[src/rtl/addr_latch8_pkg.sv]
// Package: shared mode type and sizing for the addressable latch.
// Assumes the width is a power of two so the address covers every bit.
package addr_latch8_pkg;
    typedef enum logic [1:0] {
        MODE_WRITE = 2'd0,
        MODE_HOLD  = 2'd1,
        MODE_DEMUX = 2'd2,
        MODE_CLEAR = 2'd3
    } alat_mode_e;
endpackage

[src/rtl/alat_mode_dec.sv]
// Module: turns the two active-low controls into one of four modes.
// Assumes the controls are already synchronous with the system clock.
module alat_mode_dec
    import addr_latch8_pkg::*;
(
    input  logic       clr_n,
    input  logic       en_n,
    output alat_mode_e mode
);
    // Purpose: map the control pair onto the mode enumeration.
    always_comb begin
        unique case ({clr_n, en_n})
            2'b10:   mode = MODE_WRITE;
            2'b11:   mode = MODE_HOLD;
            2'b00:   mode = MODE_DEMUX;
            default: mode = MODE_CLEAR;
        endcase
    end
endmodule

[src/rtl/alat_store.sv]
// Module: the bank of storage cells, one flop per output bit.
// Assumes clr_n is free of glitches; it clears the cells asynchronously.
module alat_store #(
    parameter int N_BITS = 8,
    localparam int AW    = $clog2(N_BITS)
) (
    input  logic              clk,
    input  logic              rst_n,
    input  logic              clr_n,
    input  logic              wr_en,
    input  logic [AW-1:0]     addr,
    input  logic              din,
    output logic [N_BITS-1:0] cells
);
    for (genvar i = 0; i < N_BITS; i++) begin : g_cell
        // Purpose: capture din into cell i when it is addressed in write mode.
        always_ff @(posedge clk or negedge clr_n) begin
            if (!clr_n)
                cells[i] <= 1'b0;
            else if (!rst_n)
                cells[i] <= 1'b0;
            else if (wr_en && (addr == AW'(i)))
                cells[i] <= din;
        end
    end
endmodule

[src/rtl/alat_outsel.sv]
// Module: builds each output bit from the mode, the address hit and the cells.
// Assumes purely combinational use; q follows its inputs in the same cycle.
module alat_outsel
    import addr_latch8_pkg::*;
#(
    parameter int N_BITS = 8,
    localparam int AW    = $clog2(N_BITS)
) (
    input  alat_mode_e        mode,
    input  logic [AW-1:0]     addr,
    input  logic              din,
    input  logic [N_BITS-1:0] cells,
    output logic [N_BITS-1:0] q
);
    for (genvar i = 0; i < N_BITS; i++) begin : g_bit
        logic hit;
        assign hit = (addr == AW'(i));
        // Purpose: choose what bit i shows for the current mode.
        always_comb begin
            unique case (mode)
                MODE_WRITE: q[i] = hit ? din : cells[i];
                MODE_HOLD:  q[i] = cells[i];
                MODE_DEMUX: q[i] = hit & din;
                default:    q[i] = 1'b0;
            endcase
        end
    end
endmodule

[src/rtl/addr_latch8.sv]
// Module: top of the eight-output addressable latch and demultiplexer.
// Assumes the address changes only while en_n is high (no stray writes).
module addr_latch8
    import addr_latch8_pkg::*;
#(
    parameter int N_BITS = 8,
    localparam int AW    = $clog2(N_BITS)
) (
    input  logic              clk,
    input  logic              rst_n,
    input  logic              clr_n,
    input  logic              en_n,
    input  logic [AW-1:0]     addr,
    input  logic              din,
    output logic [N_BITS-1:0] q
);
    alat_mode_e        mode;
    logic [N_BITS-1:0] cells;

    alat_mode_dec u_dec (
        .clr_n (clr_n),
        .en_n  (en_n),
        .mode  (mode)
    );

    alat_store #(.N_BITS(N_BITS)) u_store (
        .clk   (clk),
        .rst_n (rst_n),
        .clr_n (clr_n),
        .wr_en (mode == MODE_WRITE),
        .addr  (addr),
        .din   (din),
        .cells (cells)
    );

    alat_outsel #(.N_BITS(N_BITS)) u_out (
        .mode  (mode),
        .addr  (addr),
        .din   (din),
        .cells (cells),
        .q     (q)
    );
endmodule

[config.mk]
export PLATFORM = sky130hd
export DESIGN_NAME = addr_latch8
export DESIGN_NICKNAME = d
export VERILOG_FILES = /design/src/rtl/addr_latch8_pkg.sv /design/src/rtl/alat_mode_dec.sv /design/src/rtl/alat_store.sv /design/src/rtl/alat_outsel.sv /design/src/rtl/addr_latch8.sv
export SDC_FILE = /design/constraint.sdc
export NUM_CORES = 1
export LEC_CHECK = 0
export BUFFER_PORTS_ARGS = -buffer_cell sky130_fd_sc_hd__buf_2
export CAP_MARGIN = 20
export CORE_MARGIN = 1.5
export CORE_UTILIZATION = 25
export CTS_CLUSTER_DIAMETER = 150
export DETAILED_ROUTE_END_ITERATION = 12
export PLACE_DENSITY = 0.41
export SYNTH_ARGS = -nofsm -noshare
export SYNTH_HDL_FRONTEND = slang
export SYNTH_HIERARCHICAL = 1
export SYNTH_SLANG_ARGS = --single-unit
[constraint.sdc]
create_clock -name clk -period 1.1 [get_ports clk]
set_input_delay 0.11 -clock clk [delete_from_list [all_inputs] [get_ports clk]]
set_output_delay 0.11 -clock clk [all_outputs]
set_load 0.01 [all_outputs]
# After elaboration in Yosys (flattened, before gate mapping)

Index checks and enable logic that the tools add are counted.

Bitwise operators: 8
Equality and inequality tests: 19
Multiplexer cells: 33
Reductions and logical operators: 11

Operators by type and width:

| operator             | count |
|---|---|
| $mux W1              | 24 |
| $pmux W1 S3          | 8 |
| $ne A2 B1 Y1 const B | 8 |
| $eq A3 B3 Y1 const B | 4 |
| $and A1 B1 Y1        | 8 |
| $logic_and A1 B1 Y1  | 8 |
| $eq A2 B2 Y1 const B | 3 |
| $eq A3 B2 Y1 const B | 2 |
| $pmux W2 S3          | 1 |
| $logic_not A2 Y1     | 2 |
| $eq A3 B1 Y1 const B | 1 |
| $logic_not A3 Y1     | 1 |
| $eq A2 B1 Y1 const B | 1 |

Word-level logic and storage cells: 79
Output and inout port bits: 8
Input bits: 8
Register bits: 8

# Depth between registers and ports, before layout

Gate-level depths: netlist of run 1.

Depth after elaboration: 6
Mapped depth: 4
Mapped depth without buffers: 4

# Hierarchy

Netlist of run 1, hierarchy kept.

By module, submodules not included:

| module        | area an instance (um^2) | cells an instance | times used | seq. area each (um^2) |
|---|---|---|---|---|
| alat_store    | 404.1                   | 34                | 1          | 200.2 |
| alat_outsel   | 230.2                   | 24                | 1          | 0.0 |
| alat_mode_dec | 7.5                     | 2                 | 1          | 0.0 |
| addr_latch8   | 3.8                     | 1                 | 1          | 0.0 |

# Worst setup path before layout of run 1

OpenSTA, ideal clock, no wires.

Kind: input to output
Start: input port en_n
End: output port q[1]
Path buffers: 1
Arrival time: 0.947 ns
Stages on the path: 3
Data required time: 0.990 ns
Setup slack: 0.043 ns
Cells stage by stage: clkbuf_1 nor4b_1 mux2_2

Longest elaborated chain between the ends: 4
Elaborated cells between the ends (all ways): 8
Those cells by class: eq/ne: 4; mux: 2; reduce/logical: 2

Ends and longest elaborated chain:

| what                                                    | RTL line            | text |
|---|---|---|
| start, declared                                         | addr_latch8.sv:12   | `input logic en_n,` |
| $eq A2 B2 Y1 / $logic_not A2 Y1 (equally long branches) | alat_mode_dec.sv:12 | `unique case ({clr_n, en_n})` |
| $pmux W2 S3 (*)                                         | alat_mode_dec.sv:12 |  |
| $eq A2 B2 Y1, or another cell as far along              | alat_outsel.sv:20   | `unique case (mode)` |
| $pmux W1 S3 (*)                                         | alat_outsel.sv:20   |  |
| end, declared                                           | addr_latch8.sv:15   | `output logic [N_BITS-1:0] q` |

Mark *: on every way between the ends. The rest lies on a longest branch, timed or not.

# Worst setup path after layout of run 1

Start: register u_store.cells[5]
End: output port q[5]

Longest elaborated chain between the ends: 2

Ends and longest elaborated chain:

| what                            | RTL line          | text |
|---|---|---|
| start, declared                 | alat_store.sv:13  | `output logic [N_BITS-1:0] cells` |
| start signal, assigned by index | alat_store.sv:23  | `cells[i] <= din;` |
| $mux W1                         | alat_outsel.sv:21 | `MODE_WRITE: q[i] = hit ? din : cells[i];` |
| $pmux W1 S3 (*)                 | alat_outsel.sv:20 |  |

Marks and branches as above.

==> results of run 1 <==
==> repair_timing <==
action | in CTS | in global routing
cloned | 0 | 0
resized for setup | 13 | 4
hold endpoints to repair | 8 | 0
buffers inserted | 2 | 2
hold buffers | 1 | 0
setup endpoints to repair | 8 | 8
==> routing by layer <==
layer  vias up  global-route usage [%]  part of all wire (%)
li1        290                       -                     -
met1       274                    17.5                    50
met2        13                    17.7                    45
met3         2                    1.67                   4.2
met4         0                    6.41                  0.64
met5         -                       0                     0
==> layout by cell type, fill, tap and decap left out, types with 3 or more instances in the layout <==
| cell | netlist | layout |
|---|---|---|
| clkbuf_4 | 0 | 3 |
| mux2_4 | 3 | 8 |
| dfrtp_1 | 8 | 8 |
| mux2i_1 | 8 | 8 |
| and4bb_1 | 3 | 3 |
| buf_6 | 0 | 8 |
| buf_4 | 0 | 13 |
| nor2b_1 | 8 | 5 |
| buf_2 | 1 | 7 |
| nand2_1 | 9 | 9 |
| nor2b_4 | 0 | 3 |
| nor4b_1 | 3 | 3 |
| and4bb_2 | 3 | 3 |
| nand4b_1 | 4 | 4 |
==> cells by family (layout without fill, tap and decap cells) <==
group	Yosys count	in the layout	share of synthesized area, %
buf+inv	3	33	1.94
mux	16	16	28.1
flops	8	8	31.0
simple gates	34	34	39.0
==> worst paths after layout <==
kind / start / end / slack (ps) / cells past startpoint
hold reg to reg: u_store/cells[3] / u_store/cells[3] / 530 / 2
setup reg to reg: u_store/cells[6] / u_store/cells[6] / 240 / 4
max in group asynchronous: clr_n / u_store/cells[0] / 650 / 3
min in group asynchronous: clr_n / u_store/cells[5] / 320 / 3
setup / recovery: u_store/cells[5] / q[5] / -160 / 3
hold / removal: rst_n / u_store/cells[6] / 200 / 3
==> power by group through the flow <==
stage | registers [uW] | clock network [uW] | logic (uW)
2_1_floorplan | 304 | 0 | 59.3
3_3_place_gp | 305 | 0 | 138
3_5_place_dp | 305 | 0 | 141
6_report | 300 | 215 | 161
5_1_grt | 300 | 248 | 176
4_1_cts | 300 | 233 | 159
==> final cells by class <==
type	instances	area [um^2]	area share, %
multi-input cells	50	474	48.8
repair buffers	29	233	24.0
flip-flops and latches	8	200	20.6
well taps	30	37.5	3.87
clock buffers	3	22.5	2.32
inverters	1	3.75	0.387
==> critical path, cell delays in order, from the launching register on <==
cell and delay [ps]:
dfrtp_1 390, nor2b_1 130, mux2_4 260, buf_6 120
==> metrics by stage <==
step	area, um^2	util, %	setup WS [ps]	hold slack [ps]
3_3_place_gp	817	33.3	-141	35.0
2_1_floorplan	646	-	43.5	-186
5_1_grt	971	39.6	-208	196
6_report	971	39.6	-162	200
3_5_place_dp	817	33.3	-143	44.7
4_1_cts	941	38.3	-178	185
==> impl_metrics.yaml, run 1 <==
layout:
  stdcell_count: 121
  layout.nets: 101
  largest_register_ffs: 8
  top_regs: "u_store/cells x8"
  syn2layout_area_growth_pct: 50.4
  drive_above_1_share_pct: 50.5
  diodes: 0
  n_fill_cell: 255
  largest_register: "u_store/cells"
floorplan:
  die_x_um: 53.8
  rows: 18
  core_um2: 2450
  start_util_pct: 26.3
  io_pins: 16
  die_y_um: 53.8
  dieArea_um2: 2900
logic_synthesis:
  synthArstFlopShare_pct: 100
  yosysTopAreaCell: "dfrtp_1"
  synthTopCellsByArea: "dfrtp_1 31%, mux2i_1 12%, mux2_2 8.7%, nor2b_1 7.8%, mux2_4 7.0%"
  synth-edff-count: 0
  avgSynthCellArea_um2: 10.6
  syn_inst: 61
  ys_ff_latch: 8
  synth.most_common_cell: "nand2_1"
  ys_types: 17
  netlist.area_leader.share_pct: 31.0
  synth_top_flop_cell: "dfrtp_1"
  syn_nets: 69
  yosysWarnings: 6
  ys_seq_area_share_pct: 31.0
  netlist_top_cells_count: "9 x nand2_1, 8 x dfrtp_1, 8 x mux2i_1, 8 x nor2b_1, 5 x mux2_2"
  syn_area_um2: 646
global_route:
  grt_usage_pct: 12.2
  grt_max_degree: 10
  grt_overflow: 0
  grt_pass1_vias: 550
  antenna_found_initial: 0
  grt_first_pass_wirelength_um: 2540
drt:
  routed_wl_um: 1570
  avgViaCountPerCell: 4.79
  first_pass_iters: 4
  drt_iter0_drc: 8
  wl_per_cell_um: 13.0
  drc: 0
  drtAntennaViolNets: 0
  dr_total_vias: 579
timing:
  setup_viol: 8
  fin_tns_setup_ps: -1160
  post-route-period-util_pct: 115
  hold_viol_final: 0
  finClkSkew_ps: 0
  fin_ws_ps: -162
  slew_headroom_pct: 74.9
  post-route-min-period_ps: 1260
  worstMarginPinSlew_ps: 372
  rsz0062_at_grt: "yes"
  finalMaxSlewViolations: 0
  fmax_mhz: 792
clocking:
  htree_levels: 1
  cts_buffers: 3
  cts_root_buffer: "clkbuf_4"
  cts_tree: "yes"
  path_clk_slew_ps: 50
  cts.path.max_buffers: 2
  cts_sinks: 8
  clkLatencyLatePin_ps: 240
pwr:
  p_comb_share_pct: 23.9
  switching_share_pct: 25.6
  seqPwrFrac_pct: 44.4
  peakVddDrop_mv: 0.521
  p_int_uw: 504
  p_leak_uw: 0.000449
  p_sw_uw: 173
  total_power_uw: 677
  power_frac_clock_pct: 31.8
  power.density_nw_per_um2: 697
placed_design:
  numPortBuffers: 15
  place.gp.congestion: 0.690
  dp.cells: 113
  hpwl_um: 1160
outcome:
  violations: "negative setup slack"
  status: "finished, violations left"
setup_path:
  startpoint_type: "register"
  worst_ep_arrival_time_ps: 1150
  crit_path_end_kind: "primary output"
  critPathKind: "register to primary output"
  required_ps: 990
  cp_max_fo: 2
worst_hold_path:
  hp-class: "input port to register"
job:
  drv_cap: 0
Note: power is estimated with default switching activity, not from simulation.
==> run 2: changes to the inputs <==
--- a/config.mk
+++ b/config.mk
@@ -5,13 +5,14 @@
 export SDC_FILE = /design/constraint.sdc
 export NUM_CORES = 1
 export LEC_CHECK = 0
+export ABC_AREA = 1
 export BUFFER_PORTS_ARGS = -buffer_cell sky130_fd_sc_hd__buf_2
 export CAP_MARGIN = 20
 export CORE_MARGIN = 1.5
 export CORE_UTILIZATION = 25
 export CTS_CLUSTER_DIAMETER = 150
 export DETAILED_ROUTE_END_ITERATION = 12
-export PLACE_DENSITY = 0.41
+export PLACE_DENSITY = 0.4
 export SYNTH_ARGS = -nofsm -noshare
 export SYNTH_HDL_FRONTEND = slang
 export SYNTH_HIERARCHICAL = 1
==> constraint.sdc (replaced) <==
create_clock -name clk -period 1.45 [get_ports clk]
set_input_delay 0.145 -clock clk [delete_from_list [all_inputs] [get_ports clk]]
set_output_delay 0.145 -clock clk [all_outputs]
set_load 0.01 [all_outputs]
==> run 2 against run 1 <==
The flow now finishes without violations. Worst setup slack improved by 370 ps. Largest power group unchanged. First-iteration DRC count increased to 4.8 times the previous value. Via count up 32%. Highest routed layer unchanged. Critical endpoint is now q[6]. Clock skew did not move. Cell area decreased by 11%. Critical path type unchanged.
==> impl_metrics.yaml, run 2 <==
pwr:
  p_leak_uw: 0.000541
  power.density_nw_per_um2: 631
  peakVddDrop_mv: 0.317
logic_synthesis:
  yosysTopAreaCell: "dfrtp_1"
  synthArstFlopShare_pct: 100
  synthTopCellsByArea: "dfrtp_1 28%, nand2_1 24%, nand3_1 12%, inv_1 10%, nor2_1 6.2%"
  ys_seq_area_share_pct: 27.5
  avgSynthCellArea_um2: 5.82
  syn_inst: 125
  syn_area_um2: 727
  ys_ff_latch: 8
  synth-edff-count: 0
  synth.most_common_cell: "nand2_1"
  yosysWarnings: 6
  netlist_top_cells_count: "47 x nand2_1, 20 x inv_1, 17 x nand3_1"
  ys_types: 16
  synth_top_flop_cell: "dfrtp_1"
  netlist.area_leader.share_pct: 27.5
  syn_nets: 133
timing:
  rsz0062_at_grt: "no"
  finClkSkew_ps: 0
  post-route-period-util_pct: 86.0
  fin_tns_setup_ps: 0
  slew_headroom_pct: 79.9
  hold_ws_ps: 300
  fmax_mhz: 802
  setup_viol: 0
  post-route-min-period_ps: 1250
  hold_viol_final: 0
  finalMaxSlewViolations: 0
  worstMarginPinSlew_ps: 301
  fin_ws_ps: 204
clocking:
  cts_buffers: 3
  clkLatencyLatePin_ps: 250
  cts_tree: "yes"
  cts.path.max_buffers: 2
  htree_levels: 1
  cts_sinks: 8
  path_clk_slew_ps: 60
  cts_root_buffer: "clkbuf_4"
drt:
  routed_wl_um: 1930
  wl_per_cell_um: 11.1
  drt_iter0_drc: 38
  first_pass_iters: 4
  drc: 0
  drtAntennaViolNets: 0
  avgViaCountPerCell: 4.41
  dr_total_vias: 767
layout:
  multi_input_area_um2: 429
  seq_area_um2: 200
  stdcell_area_um2: 866
  diodes: 0
  syn2layout_area_growth_pct: 19.1
  drive_above_1_share_pct: 20.3
  final_common_cell: "nand2_1"
  n_fill_cell: 311
  largest_register: "u_store/cells"
  top_regs: "u_store/cells x8"
  largest_register_ffs: 8
  layout.nets: 153
  final_cell_mix: "47 x nand2_1, 20 x inv_1, 17 x nand3_1, 15 x buf_2, 12 x nor2_1"
global_route:
  grt_max_degree: 10
  grt_usage_pct: 13.4
  grt_pass1_vias: 696
  grt_first_pass_wirelength_um: 3310
  grt_overflow: 0
  antenna_found_initial: 0
setup_path:
  cp_max_fo: 2
  timing.rr.end: "u_store/cells[7]"
  cpMostUsedCell: "nor2_1"
  r2r-start: "u_store/cells[7]"
  path_cells: "inv_1 -> nor2_1 -> a21oi_1 -> nor2_1 -> buf_2"
  r2r_slack_ps: 700
  cp_num_buf_inv: 2
  crit_path_max_incr_delay_ps: 360
  worst_ep_arrival_time_ps: 1100
  crit_path_end_kind: "primary output"
  slowest_stage: "dfrtp_1"
  worstSetupEndpoint: "q[6]"
  startpoint: "u_store/cells[6]"
  critPathTopFamily: "flip-flops"
  critPathKind: "register to primary output"
  required_ps: 1310
  path_depth: 5
  reg2reg_depth: 3
  startpoint_type: "register"
worst_hold_path:
  hp-class: "input port to register"
floorplan:
  rows: 19
  die_x_um: 56.9
  dieArea_um2: 3240
  die_y_um: 56.9
  core_um2: 2760
  start_util_pct: 26.4
  io_pins: 16
placed_design:
  place_ws_ps: 371
  placed_cell_area_um2: 833
  hpwl_um: 1490
  place.gp.congestion: 0.750
  numPortBuffers: 15
outcome:
  status: "finished, final reports clean"
job:
  drv_cap: 0
run 2: cell count changes in the layout (fill, tap and decap cells not counted), moves of 5 or more:
cell | previous run | this run
buf_2 | 7 | 15
inv_1 | 1 | 20
buf_4 | 13 | 1
nand2_1 | 9 | 47
nand3_1 | 0 | 17
mux2i_1 | 8 | 0
nor2_2 | 0 | 5
mux2_4 | 8 | 0
buf_6 | 8 | 0
nor2b_1 | 5 | 0
nor2_1 | 1 | 12
run 2: metrics by stage:
| stage | std cells | power, uW | utilization, % |
|---|---|---|---|
| 2_1_floorplan | 125 | 324 | - |
| 3_3_place_gp | 170 | 374 | 30.2 |
| 3_5_place_dp | 170 | 374 | 30.2 |
| 4_1_cts | 174 | 556 | 31.4 |
| 5_1_grt | 174 | 596 | 31.4 |
| 6_report | 174 | 546 | 31.4 |
run 2: layout make-up:
| class | instances | area share [%] |
|---|---|---|
| multi-input combinational | 93 | 49.6 |
| sequential | 8 | 23.1 |
| timing repair buffer | 17 | 10.7 |
| inverter | 22 | 9.54 |
| tap | 31 | 4.48 |
| clock buffer | 3 | 2.60 |
run 2: worst min-delay path by stage:
stage	startpoint	endpoint	cells after the start
after global placement	clr_n	u_store/cells[7]	2
after CTS	rst_n	u_store/cells[1]	5
after detailed placement	clr_n	u_store/cells[3]	2
after global routing	rst_n	u_store/cells[0]	5
final	rst_n	u_store/cells[1]	5
after floorplan	clr_n	u_store/cells[0]	0
run 2: timing repair:
action / 4_1_cts / 5_1_grt
resized for setup: 0 / 0
setup buffers: 0 / 0
hold endpoints to repair: 8 / 0
hold buffers: 1 / 0
run 2: where the power goes:
| group | total, uW | switching (uW) | internal, uW |
|---|---|---|---|
| combinational | 136 | 92.1 | 43.5 |
| clock | 174 | 79.4 | 95.0 |
| sequential | 236 | 4.94 | 231 |
run 2: logic make-up (layout without fill, tap and decap cells):
| logic type | count (synthesis) | count (layout) | share of synthesized area, % |
|---|---|---|---|
| compound gates | 7 | 7 | 6.20 |
| buf+inv | 24 | 42 | 13.4 |
| flops | 8 | 8 | 27.5 |
| simple gates | 86 | 86 | 52.8 |
run 2: layer usage:
| metal | track usage [%] | vias to the layer above | wire (um) |
|---|---|---|---|
| li1 | - | 415 | - |
| met1 | 18.6 | 330 | 950 |
| met2 | 20.4 | 20 | 884 |
| met3 | 1.61 | 2 | 84 |
| met4 | 6.98 | 0 | 14 |
| met5 | 0 | - | 0 |
run 2: worst min-delay path: cells and delay by family:
kind	cells	cell delay, ps
buf+inv	2	200
simple gates	3	180
